`config.mk`:
```
export PLATFORM = sky130hd
export DESIGN_NAME = rak_age_queue
export DESIGN_NICKNAME = d
export VERILOG_FILES = /design/src/rtl/rak_age_queue.sv
export SDC_FILE = /design/constraint.sdc
export NUM_CORES = 1
export LEC_CHECK = 0
export BUFFER_PORTS_ARGS = -buffer_cell sky130_fd_sc_hd__buf_2
export CAP_MARGIN = 20
export CORE_MARGIN = 10
export CORE_UTILIZATION = 30
export DETAILED_ROUTE_END_ITERATION = 10
export PLACE_DENSITY = 0.5
export SYNTH_ARGS = -nofsm -noshare
export SYNTH_HDL_FRONTEND = slang
export SYNTH_SLANG_ARGS = --single-unit
export TNS_END_PERCENT = 20
```
`constraint.sdc`:
```
create_clock -name clk_i -period 2.4 [get_ports clk_i]
set_clock_uncertainty 0.05 [all_clocks]
set_input_delay 0.12 -clock clk_i [delete_from_list [all_inputs] [get_ports clk_i]]
set_output_delay 0.12 -clock clk_i [all_outputs]
set_load 0.05 [all_outputs]
```
`src/rtl/rak_age_queue.sv`:
```
module rak_age_queue #(
  parameter int MAX_WAIT = 5,
  parameter int DEPTH    = MAX_WAIT + 1,
  parameter int AGE_W    = $clog2(MAX_WAIT + 2),
  parameter int CNT_W    = $clog2(DEPTH + 1)
) (
  input  logic             clk_i,
  input  logic             rst_ni,
  input  logic             push_i,
  input  logic             pop_i,
  output logic             head_vld_o,
  output logic [AGE_W-1:0] head_age_o,
  output logic [CNT_W-1:0] occ_o
);
  logic [DEPTH-1:0] vld_q, sh_vld, push_here, nxt_vld;
  logic [AGE_W-1:0] age_q [DEPTH];
  logic [AGE_W-1:0] sh_age [DEPTH];
  logic [AGE_W-1:0] nxt_age [DEPTH];

  // compacted store: head at index 0, pop shifts down
  for (genvar i = 0; i < DEPTH; i++) begin : g_slot
    if (i < DEPTH - 1) begin : g_mid
      assign sh_vld[i] = pop_i ? vld_q[i+1] : vld_q[i];
      assign sh_age[i] = pop_i ? age_q[i+1] : age_q[i];
    end else begin : g_last
      assign sh_vld[i] = pop_i ? 1'b0 : vld_q[i];
      assign sh_age[i] = pop_i ? '0 : age_q[i];
    end
    if (i == 0) begin : g_first
      assign push_here[i] = push_i && !sh_vld[i];
    end else begin : g_rest
      assign push_here[i] = push_i && !sh_vld[i] && sh_vld[i-1];
    end
    assign nxt_vld[i] = sh_vld[i] | push_here[i];
    assign nxt_age[i] = push_here[i] ? AGE_W'(1)
                      : (sh_vld[i] ? sh_age[i] + AGE_W'(1) : '0);

    always_ff @(posedge clk_i or negedge rst_ni) begin
      if (!rst_ni) begin
        vld_q[i] <= 1'b0;
        age_q[i] <= '0;
      end else begin
        vld_q[i] <= nxt_vld[i];
        age_q[i] <= nxt_age[i];
      end
    end

    if (i < DEPTH - 1) begin : g_ord
      a_r6_age_order: assert property (@(posedge clk_i) disable iff (!rst_ni)
        vld_q[i+1] |-> (vld_q[i] && (age_q[i] > age_q[i+1])));
    end
  end

  assign head_vld_o = vld_q[0];
  assign head_age_o = age_q[0];
  assign occ_o      = CNT_W'($countones(vld_q));

  a_r9_no_overflow: assert property (@(posedge clk_i) disable iff (!rst_ni)
    (push_i && !pop_i) |-> !vld_q[DEPTH-1]);

  a_r3_head_age_bound: assert property (@(posedge clk_i) disable iff (!rst_ni)
    vld_q[0] |-> (age_q[0] >= AGE_W'(1) && age_q[0] <= AGE_W'(MAX_WAIT)));
endmodule

```
=== Yosys cells after proc, flatten, opt, wreduce, memory -nomap -nowiden ===
Cells that the tools add are included.

* Muxes and demuxes: 24
* Reduce and logical (&&, ||, !) cells: 17
* Bitwise gates (word level): 6
* Add/sub/neg operators: 11

{| class="wikitable"
|+ Operators with widths
! operator !! count
|-
| 3-bit 2-to-1 mux || 18
|-
| 3-bit by 1-bit adder with 3-bit output (second input constant) || 6
|-
| 1-bit logical AND || 11
|-
| 1-bit by 1-bit adder with 2-bit output || 3
|-
| 3-bit adder || 2
|-
| 1-bit logical NOT || 6
|-
| 1-bit 2-to-1 mux || 6
|-
| 1-bit bitwise OR || 6
|}

* Bits of input ports: 4
* Logic and storage cells: 70
* Output and inout port bits: 7
* Register bits: 24

=== Longest topological paths before layout ===
Gate-level depths: netlist of the first run.

* Word-level depth: 5
* Mapped depth: 7
* Mapped depth without buffers: 6

=== Least setup slack after synthesis of the first run ===
Ideal clock, no wire load.

* Kind: flip-flop to output port
* Start: register vld_q[0], in the netlist head_vld_o
* End: output port occ_o[2]
* Cell stages (with the launch flop): 5
* Buffers on the path: 0
* Data required time: 2.230 ns
* Path slack: -0.077 ns
* Arrival time: 2.307 ns
* Cell sequence: dfrtp_1 ha_1 fa_1 ha_1 xor2_1

* Longest elaborated chain between the ends: 3

{| class="wikitable"
|+ Ends and longest elaborated chain
! what !! RTL line !! source
|-
| start, declared || 15 || <nowiki>logic [DEPTH-1:0] vld_q, sh_vld, push_here, nxt_vld;</nowiki>
|-
| start signal, assigned by index || 43 || <nowiki>vld_q[i] <= nxt_vld[i];</nowiki>
|-
| 1-bit by 1-bit adder with 2-bit output (implied by the code) || 56 || <nowiki>assign occ_o = CNT_W'($countones(vld_q));</nowiki>
|-
| 3-bit adder (implied by the code) (2 in series) || 56 ||
|-
| end, declared || 13 || <nowiki>output logic [CNT_W-1:0] occ_o</nowiki>
|}

Every way passes these cells.

=== Worst setup path after layout of the first run ===
* Start: register vld_q[4]
* End: output port occ_o[2]

* Longest elaborated chain between the ends: 2

{| class="wikitable"
|+ Ends and longest elaborated chain
! what !! RTL line
|-
| 1-bit by 1-bit adder with 2-bit output (implied by the code) || 56
|-
| 3-bit adder (implied by the code) || 56
|}

Every way passes these cells.

==> run metrics, run 1 <==
reg2reg end head_age_o[2]; share of cells above drive strength 1 between 10% and 20%; ANT cells 0; Worst-Margin Slew between 600 and 700 ps; CP Class reg -> out; Crit Path Max Fanout 8; max-cap viol count 0; Synth top area share between 40% and 50%; Congestion Overflow GR 0; Final WS setup roughly 140 ps; cell taking the most area after synthesis dfrtp_1; Async S/R FF share, synth 100%; final WL 2700 µm; Mapped Area roughly 0.0014 mm²; htree depth 1; ys flop type dfrtp_1; Top-Level Pins 11; CP Capture Type output port; global-route wire length before repair about 4600 µm; data required time at the worst endpoint between 2000 and 2500 ps; Clock Path Buffers 2; CP endpoint occ_o[2]; Reg-to-Reg Start age_q[13]; DR iter-0 viols 78; max frequency roughly 440 MHz; Mapped Nets 150; die footprint around 0.0080 mm²; TritonCTS clock tree done; die width 89.5 µm; DRC violations left 0; layout filler cell count 476; area growth from synthesis to layout 9.59%; status finished, final reports clean; Hold Vio Cnt, Final 0; post-route setup TNS 0 ps; CTS sink cnt 24; initial antenna violation count 0; multiplexer share of the synthesized area between 10% and 20%; PD cells 1030 mW/mm²; Ys Warns 0; TritonCTS buffer count 3; Via Count a little under 1000; Reg2Reg Depth 5; Worst-path clk slew around 90 ps; Seq pwr share a little over a third; Worst Setup SP vld_q[4]; Area contributors post-synth dfrtp_1 (41%), ha_1 (8.6%), mux2_1 (7.8%); Placer Congestion around 0.73; RSZ-0062 raised after global routing no; Vias/cell approximately 5; switching part of the total between 30 and 40%; gr usage total under 10%; Tcrit/Tclk final 94.2%; Peak VDD IR between 0.3 and 0.4 mV; register area share after synthesis roughly two fifths; Detailed Place HPWL a little under 2000 µm; DP Worst Slack approximately 400 ps; DR pass1 iterations 4; Synth Area in Adders 11.4%; Post-Synthesis Cells 134; reg2reg setup slack 990 ps; leakage dissipation between 0.7 and 0.8 nW; syn avg cell area 10.8 µm²; Arrival @ worst endpoint between 2000 and 2500 ps; minimum clock period between 2000 and 2500 ps; combinational family with the most area after synthesis compound AO/OA/AOI/OAI gates; Post-synth EDFFs 0; antenna-violating nets left 0; Startpoint Class register; area of the multi-input gates around 760 µm²; relative slew slack 56.7%; Die Span Y around 89 µm; core area ~0.0047 mm²; Final Max Tran Viols 0; Post-Synth XOR/XNOR Area 7.25%; initial core utilization a little under a third; Hold Startpoint push_i; final layout net count ~160; root buffer cell clkbuf_8; vias in the first global route 950; final setup fails 0; Pint roughly 0.0010 W; Clk Latency, worst-skew pair 270 ps; I/O Buffers 10; Simple-Gate Fraction of Synth Area between 10% and 20%; Hold WC Path Type in -> reg; storage element area roughly 600 µm²; Comb power frac between 40% and 50%; setup bufs post-CTS 0; Yosys reg bits 24; Cell variety after synth 28; num rows 25; Synth Area in Compound Gates 11.7%; clock power share a little over a fifth; routed length per instance ~14 µm; largest net degree at the start of global routing 38; NetSw 0.000629 W
[critical path, stage by stage (launching register included)]
cell	delay, ps
dfrtp_1	470
ha_1	310
inv_1	50
fa_1	400
inv_1	60
ha_1	180
xor2_2	120
clkbuf_4	240
[synth_stat cells, types with 4 or more instances]
library cell / instances
nand2_1: 14
mux2_1: 10
inv_1: 7
o22ai_1: 4
a21boi_1: 4
o21ai_1: 4
nor2b_1: 4
ha_1: 10
dfrtp_1: 24
xnor2_1: 9
nand2b_1: 5
buf_4: 5
a21oi_1: 7
[worst min-delay path by stage]
stage,slack [ps],depth (start not counted),endpoint
after detailed placement,100,1,head_age_o[2]
final,170,3,vld_q[5]
after floorplan,-230,0,age_q[0]
after CTS,160,3,vld_q[5]
after global placement,80,1,head_age_o[2]
after global routing,170,3,vld_q[5]
[timing repair]
action / in CTS / in global routing
hold buffers: 1 / 0
hold endpoints to repair: 24 / 0
resized for setup: 0 / 1
endpoints found under the setup margin: 0 / 1
[kinds of logic after synthesis]
family                   Yosys count
AND/OR/NAND/NOR                   30
AO/OA/AOI/OAI                     26
flip-flops                        24
buffers and inverters             16
multiplexers                      14
XOR/XNOR                          12
adder cells (fa/ha/maj)           12
[cell usage in the layout, fill, tap and decap left out, drive strengths merged, types with 5 or more instances in the layout]
master,netlist,layout
mux2,12,12
ha,10,10
buf,9,9
nand2,14,14
inv,7,7
dfrtp,24,24
a21oi,7,7
xnor2,9,9
nand2b,5,5
[state kept, by name, indices dropped and copies added (netlist names)]
| name | cells |
|---|---|
| vld_q | 5 |
| head_vld_o | 1 |
| head_age_o | 3 |
| age_q | 15 |
[metal layers]
| layer | up-vias | part of all wire (%) | GRT usage [%] |
|---|---|---|---|
| li1 | 478 | - | - |
| met1 | 472 | 44 | 9.01 |
| met2 | 18 | 49 | 12.1 |
| met3 | 2 | 6.2 | 2.55 |
| met4 | 0 | 0.59 | 2.17 |
| met5 | - | 0 | 0 |
[power by group through the flow]
stage	logic, W	clock network (W)	registers (W)
after floorplan	0.000608	0	0.000575
after global placement	0.000672	0	0.000598
after detailed placement	0.000687	0	0.000603
after CTS	0.000691	0.000371	0.000594
after global routing	0.000763	0.000386	0.000609
final	0.000681	0.000359	0.000591
[cell type report]
| class | count | share of cell area [%] |
|---|---|---|
| Sequential cell | 24 | 37.8 |
| Multi-Input combinational cell | 94 | 47.8 |
| Clock inverter | 1 | 1.89 |
| Inverter | 7 | 1.65 |
| Timing Repair Buffer | 11 | 3.94 |
| Tap cell | 54 | 4.26 |
| Clock buffer | 3 | 2.60 |
[stage by stage]
step | hold WS [ps] | std cells | utilization, % | cell area (µm²) | total power [W]
2_1_floorplan | -226 | 134 | - | 1460 | 0.00118
3_3_place_gp | 82.3 | 189 | 32.1 | 1500 | 0.00127
3_5_place_dp | 95.1 | 189 | 32.1 | 1500 | 0.00129
4_1_cts | 158 | 194 | 33.8 | 1590 | 0.00166
5_1_grt | 175 | 194 | 33.8 | 1590 | 0.00176
6_report | 167 | 194 | 33.8 | 1590 | 0.00163
Power figures use the tool's default switching activity.
==> inputs of run 2 (changes only) <==
--- a/config.mk
+++ b/config.mk
@@ -6,11 +6,10 @@
 export NUM_CORES = 1
 export LEC_CHECK = 0
 export BUFFER_PORTS_ARGS = -buffer_cell sky130_fd_sc_hd__buf_2
-export CAP_MARGIN = 20
-export CORE_MARGIN = 10
-export CORE_UTILIZATION = 30
+export CORE_MARGIN = 3
+export CORE_UTILIZATION = 63
 export DETAILED_ROUTE_END_ITERATION = 10
-export PLACE_DENSITY = 0.5
+export PLACE_DENSITY = 0.87
 export SYNTH_ARGS = -nofsm -noshare
 export SYNTH_HDL_FRONTEND = slang
 export SYNTH_SLANG_ARGS = --single-unit
==> run metrics, run 2 (synthesis gave the netlist of run 1 again) <==
num rows 16; layout filler cell count between 100 and 150; Most flops, register age_q; Worst-path clk slew approximately 130 ps; Arrival @ worst endpoint ~2100 ps; area of the multi-input gates between 700 and 800 µm²; relative slew slack approximately 55%; TritonCTS clock tree done; routing usage on met2 between 30% and 40%; initial core utilization between 70% and 80%; leakage dissipation about 0.73 nW; commonest non-fill, non-tap cells in the layout dfrtp_1 (19), nand2_1 (14), mux2_1 (10), ha_1 (10); I/O Buffers 10; Final Max Tran Viols 0; area growth from synthesis to layout 8.64%; Hold Vio Cnt, Final 0; Hold WC Path Type in -> reg; data required time at the worst endpoint between 2000 and 2500 ps; storage element area around 600 µm²; Crit Path Max Fanout 5; commonest non-fill, non-tap cell in the layout dfrtp_1; met1 GRT Util 27.0%; CP bufs+invs 3; CP Capture Type output port; Startpoint Class register; crit-path cells ha_1, inv_1, fa_1, inv_1, ha_1, xor2_2, buf_6; Congestion Overflow GR 0; Worst Setup SP vld_q[5]; Util after Layout 76.3%; Vias/cell slightly below 6; Peak VDD IR ~0.81 mV; initial antenna violation count 0; DRC violations left 0; TritonCTS buffer count 3; routing usage on met3 under 10%; share of cells above drive strength 1 between 10% and 20%; Top delay family on crit path adder cells; die footprint roughly 0.0029 mm²; DR pass1 iterations 4; placed insts around 160; global-route wire length before repair approximately 4500 µm; gr usage total a little over a fifth; Clk Latency, worst-skew pair around 310 ps; Die Span Y approximately 54 µm; Reg-to-Reg Start age_q[13]; final layout net count 163; htree depth 1; root buffer cell clkbuf_4; RSZ-0062 raised after global routing no; Tcrit/Tclk final 96.0%; Clock Path Buffers 2; CTS sink cnt 24; number of flip-flops under the largest register name 15; PD cells 977 mW/mm²; Hold Startpoint push_i; Worst-Margin Slew 674 ps; global routing's busiest layer met2; max-cap viol count 0; final setup fails 0; Via Count between 1000 and 1500; minimum clock period roughly 2300 ps; Total Power roughly 0.0015 W; vias in the first global route 1047; final std cells w/o fill ~170; Critical-path top delay cell dfrtp_2; final WL around 2700 µm; core area slightly above 0.002 mm²; largest net degree at the start of global routing 38; ANT cells 0; Top-Level Pins 11; die width 54.0 µm; status finished, final reports clean; routed length per instance ~16 µm; Placer Congestion between 0.7 and 0.8; CP Class reg -> out; max frequency 434 MHz; peak per-stage delay on the critical path around 460 ps; DR iter-0 viols 9; antenna-violating nets left 0; Detailed Place HPWL 1800 µm; post-route setup TNS 0 ps
==> run 2: cell types whose count changed in the layout (fill, tap and decap cells not counted) <==
cell,previous run,this run
buf_4,0,6
buf_6,0,1
bufinv_16,1,0
clkbuf_4,1,3
clkbuf_8,3,1
dfrtp_1,24,19
dfrtp_2,0,5
==> run 2: routing by layer <==
layer | up-vias | share of wire, % | routed length, µm
met5 | - | 0 | 0
met4 | 0 | 1.5 | 40
met3 | 6 | 3.6 | 99
met2 | 25 | 52 | 1410
met1 | 498 | 43 | 1170
li1 | 494 | - | -
==> run 2: area by class of cell <==
class / count / area share, %
multi-input cells: 94 / 48.3
clock buffers: 4 / 2.31
well taps: 27 / 2.15
inverters: 7 / 1.67
repair buffers: 17 / 7.07
flip-flops and latches: 24 / 38.6
==> run 2: worst paths after layout <==
check	endpoint	slack, ps	cells past startpoint
worst min-delay path	vld_q[5]	120	3
max in group asynchronous	vld_q[5]	1660	2
worst max register to register	head_age_o[2]	950	5
worst min register to register	age_q[6]	500	1
worst max-delay path	occ_o[2]	100	7
min in group asynchronous	head_age_o[0]	260	2
==> run 2: timing repair <==
item,in CTS,in global routing
endpoints found under the hold margin,24,0
gates resized for setup,1,6
setup endpoints to repair,1,1
hold buffers,1,0
setup buffers,0,6
==> run 2: worst register-to-register path, cell delays in order, from the launching register on <==
cell and delay, ps:
dfrtp_1 400, mux2_1 300, ha_1 240, xor2_1 170, nand3_1 80, o21ai_1 80
==> run 2: through the flow <==
stage / hold WS (ps) / worst slack (ps) / instance area (µm²)
2_1_floorplan: -226 / 155 / 1460
3_3_place_gp: 66.7 / 435 / 1470
3_5_place_dp: 77.3 / 343 / 1470
4_1_cts: 96.2 / 31.3 / 1520
5_1_grt: 136 / 9.84 / 1570
6_report: 118 / 95.5 / 1570
==> run 2: power by group <==
group	total, W	switching (W)	leakage [nW]	internal (W)
Sequential	0.000582	0.0000734	0.286	0.000508
Combinational	0.000740	0.000446	0.425	0.000294
Clock	0.000216	0.000123	0.0210	0.0000927
Total	0.00154	0.000643	0.731	0.000895
==> inputs of run 3 (changes only) <==
--- a/config.mk
+++ b/config.mk
@@ -5,6 +5,7 @@
 export SDC_FILE = /design/constraint.sdc
 export NUM_CORES = 1
 export LEC_CHECK = 0
+export ABC_AREA = 1
 export BUFFER_PORTS_ARGS = -buffer_cell sky130_fd_sc_hd__buf_2
 export CORE_MARGIN = 3
 export CORE_UTILIZATION = 63
==> run metrics, run 3 <==
placed insts about 220; commonest non-fill, non-tap cells in the layout nand2_1 (74), inv_1 (35), dfrtp_1 (23); PD cells 1060 mW/mm²; I/O Buffers 10; core area a little over 0.002 mm²; Mapped Area 0.00142 mm²; leakage dissipation 0.895 nW; Worst-Margin Slew roughly 550 ps; relative slew slack around 64%; die width approximately 54 µm; gr usage total 21.4%; Clock Path Buffers 2; TritonCTS buffer count 3; reg2reg setup slack ~1100 ps; Tcrit/Tclk final approximately 95%; Util after Layout 74.1%; root buffer cell clkbuf_4; Hold Vio Cnt, Final 0; layout filler cell count roughly 170; area growth from synthesis to layout 6.24%; initial core utilization between 60% and 70%; antenna-violating nets left 0; storage element area around 600 µm²; Crit Path Max Fanout 3; CTS sink cnt 24; syn avg cell area around 7.3 µm²; most numerous cell in the Yosys netlist nand2_1; Reg2Reg Depth 9; minimum clock period 2270 ps; Detailed Place HPWL ~1800 µm; Top Metal Used met4; WHS slightly above 30 ps; register area share after synthesis 42.2%; DRC violations left 0; Top-Level Pins 11; ANT cells 0; CP endpoint occ_o[2]; multiplexer share of the synthesized area 0%; Via Count 1139; DR WL met2 1230 µm; ys flop type dfrtp_1; max frequency roughly 440 MHz; max-cap viol count 0; Hold WC Path Type in -> reg; post-route setup TNS 0 ps; Simple-Gate Fraction of Synth Area around a quarter; Post-synth EDFFs 0; Congestion Overflow GR 0; Vias/cell 4.97; Arrival @ worst endpoint 2100 ps; Placer Congestion about 0.80; final setup fails 0; Synth Area in Compound Gates ~5.3%; vias in the first global route 1081; RSZ-0062 raised after global routing no; cell taking the most area after synthesis dfrtp_1; metal3 WL ~90 µm; TritonCTS clock tree done; CP Class reg -> out; Clk Latency, worst-skew pair between 300 and 400 ps; die footprint about 0.0029 mm²; final layout net count between 200 and 250; reg2reg end age_q[5]; initial antenna violation count 0; num rows 16; area of the multi-input gates ~650 µm²; commonest non-fill, non-tap cell in the layout nand2_1; final WL 2490 µm; Post-Synthesis Cells ~200; Die Span Y approximately 54 µm; Worst Setup SP vld_q[4]; DR pass1 iterations 4; DP Worst Slack between 300 and 400 ps; Peak VDD IR 1.92 mV; status finished, final reports clean; met1 WL 1130 µm; DR iter-0 viols 29; top cells by count, synth nand2_1 (74), inv_1 (35), dfrtp_1 (24); CP Capture Type output port; Mapped Nets around 210; Area contributors post-synth dfrtp_1 (42%), nand2_1 (20%), inv_1 (9.2%); global-route wire length before repair around 4400 µm; Cell variety after synth 15; Synth Area in Adders a little under an eighth; Post-Synth XOR/XNOR Area under 10%; Yosys reg bits 24; combinational family with the most area after synthesis simple AND/OR/NAND/NOR gates; routed length per instance ~11 µm; data required time at the worst endpoint between 2000 and 2500 ps; Ys Warns 0; Final Max Tran Viols 0; Synth top area share between 40% and 50%; largest net degree at the start of global routing 33; Most flops, register age_q; htree depth 1; Reg-to-Reg Start age_q[0]; share of cells above drive strength 1 around 8.4%; final std cells w/o fill approximately 230; Worst-path clk slew ~120 ps; Async S/R FF share, synth 100%; Startpoint Class register; Final WS setup roughly 130 ps; number of flip-flops under the largest register name 15
run 3: through the flow:
stage / area (µm²) / power [W]
after floorplan: 1430 / 0.00128
final: 1510 / 0.00161
after global routing: 1510 / 0.00175
after CTS: 1500 / 0.00160
after global placement: 1470 / 0.00138
after detailed placement: 1470 / 0.00142
run 3: where the power goes:
part	switching (W)	leakage (nW)	internal [W]
sequential	0.0000562	0.295	0.000511
combinational	0.000607	0.587	0.000259
clock	0.000118	0.0138	0.0000588
total	0.000781	0.895	0.000828
run 3: worst max-delay path, cell delays in order (launching register included):
cell and delay (ps):
dfrtp_1 420, ha_1 290, inv_1 60, fa_1 420
inv_1 70, ha_1 190, xor2_2 160, buf_6 180
run 3: logic make-up (layout without fill, tap and decap cells):
family	after synthesis	count (layout)
AND/OR/NAND/NOR	98	98
buffers and inverters	44	51
flip-flops	24	24
AO/OA/AOI/OAI	15	15
adder cells (fa/ha/maj)	12	12
XOR/XNOR	2	2
run 3: per-layer routing:
layer / vias to the layer above / GRT usage, %
li1: 601 / -
met2: 21 / 39.0
met4: 0 / 7.66
met1: 512 / 25.3
met5: - / 0
met3: 5 / 3.32
run 3: timing repair:
action                                 CTS  global route
hold buffers                             1             0
resized for setup                        1             2
endpoints found under the hold margin   24             0
setup endpoints to repair                1             1
buffers inserted                         0             1
run 3: final cells by class:
class / instances / area share (%)
multi-input cells: 127 / 42.7
inverters: 36 / 8.93
flip-flops and latches: 24 / 39.8
clock buffers: 3 / 1.49
repair buffers: 12 / 4.88
well taps: 27 / 2.23
run 3: worst min path at each step:
stage / from / to / slack (ps) / cells past startpoint
floorplan: rst_ni / age_q[0] / -230 / 0
global placement: rst_ni / head_age_o[2] / 80 / 1
detailed placement: rst_ni / head_age_o[2] / 80 / 1
CTS: push_i / head_age_o[0] / 20 / 3
global route: push_i / head_age_o[0] / 20 / 3
finish: push_i / head_age_o[0] / 30 / 3
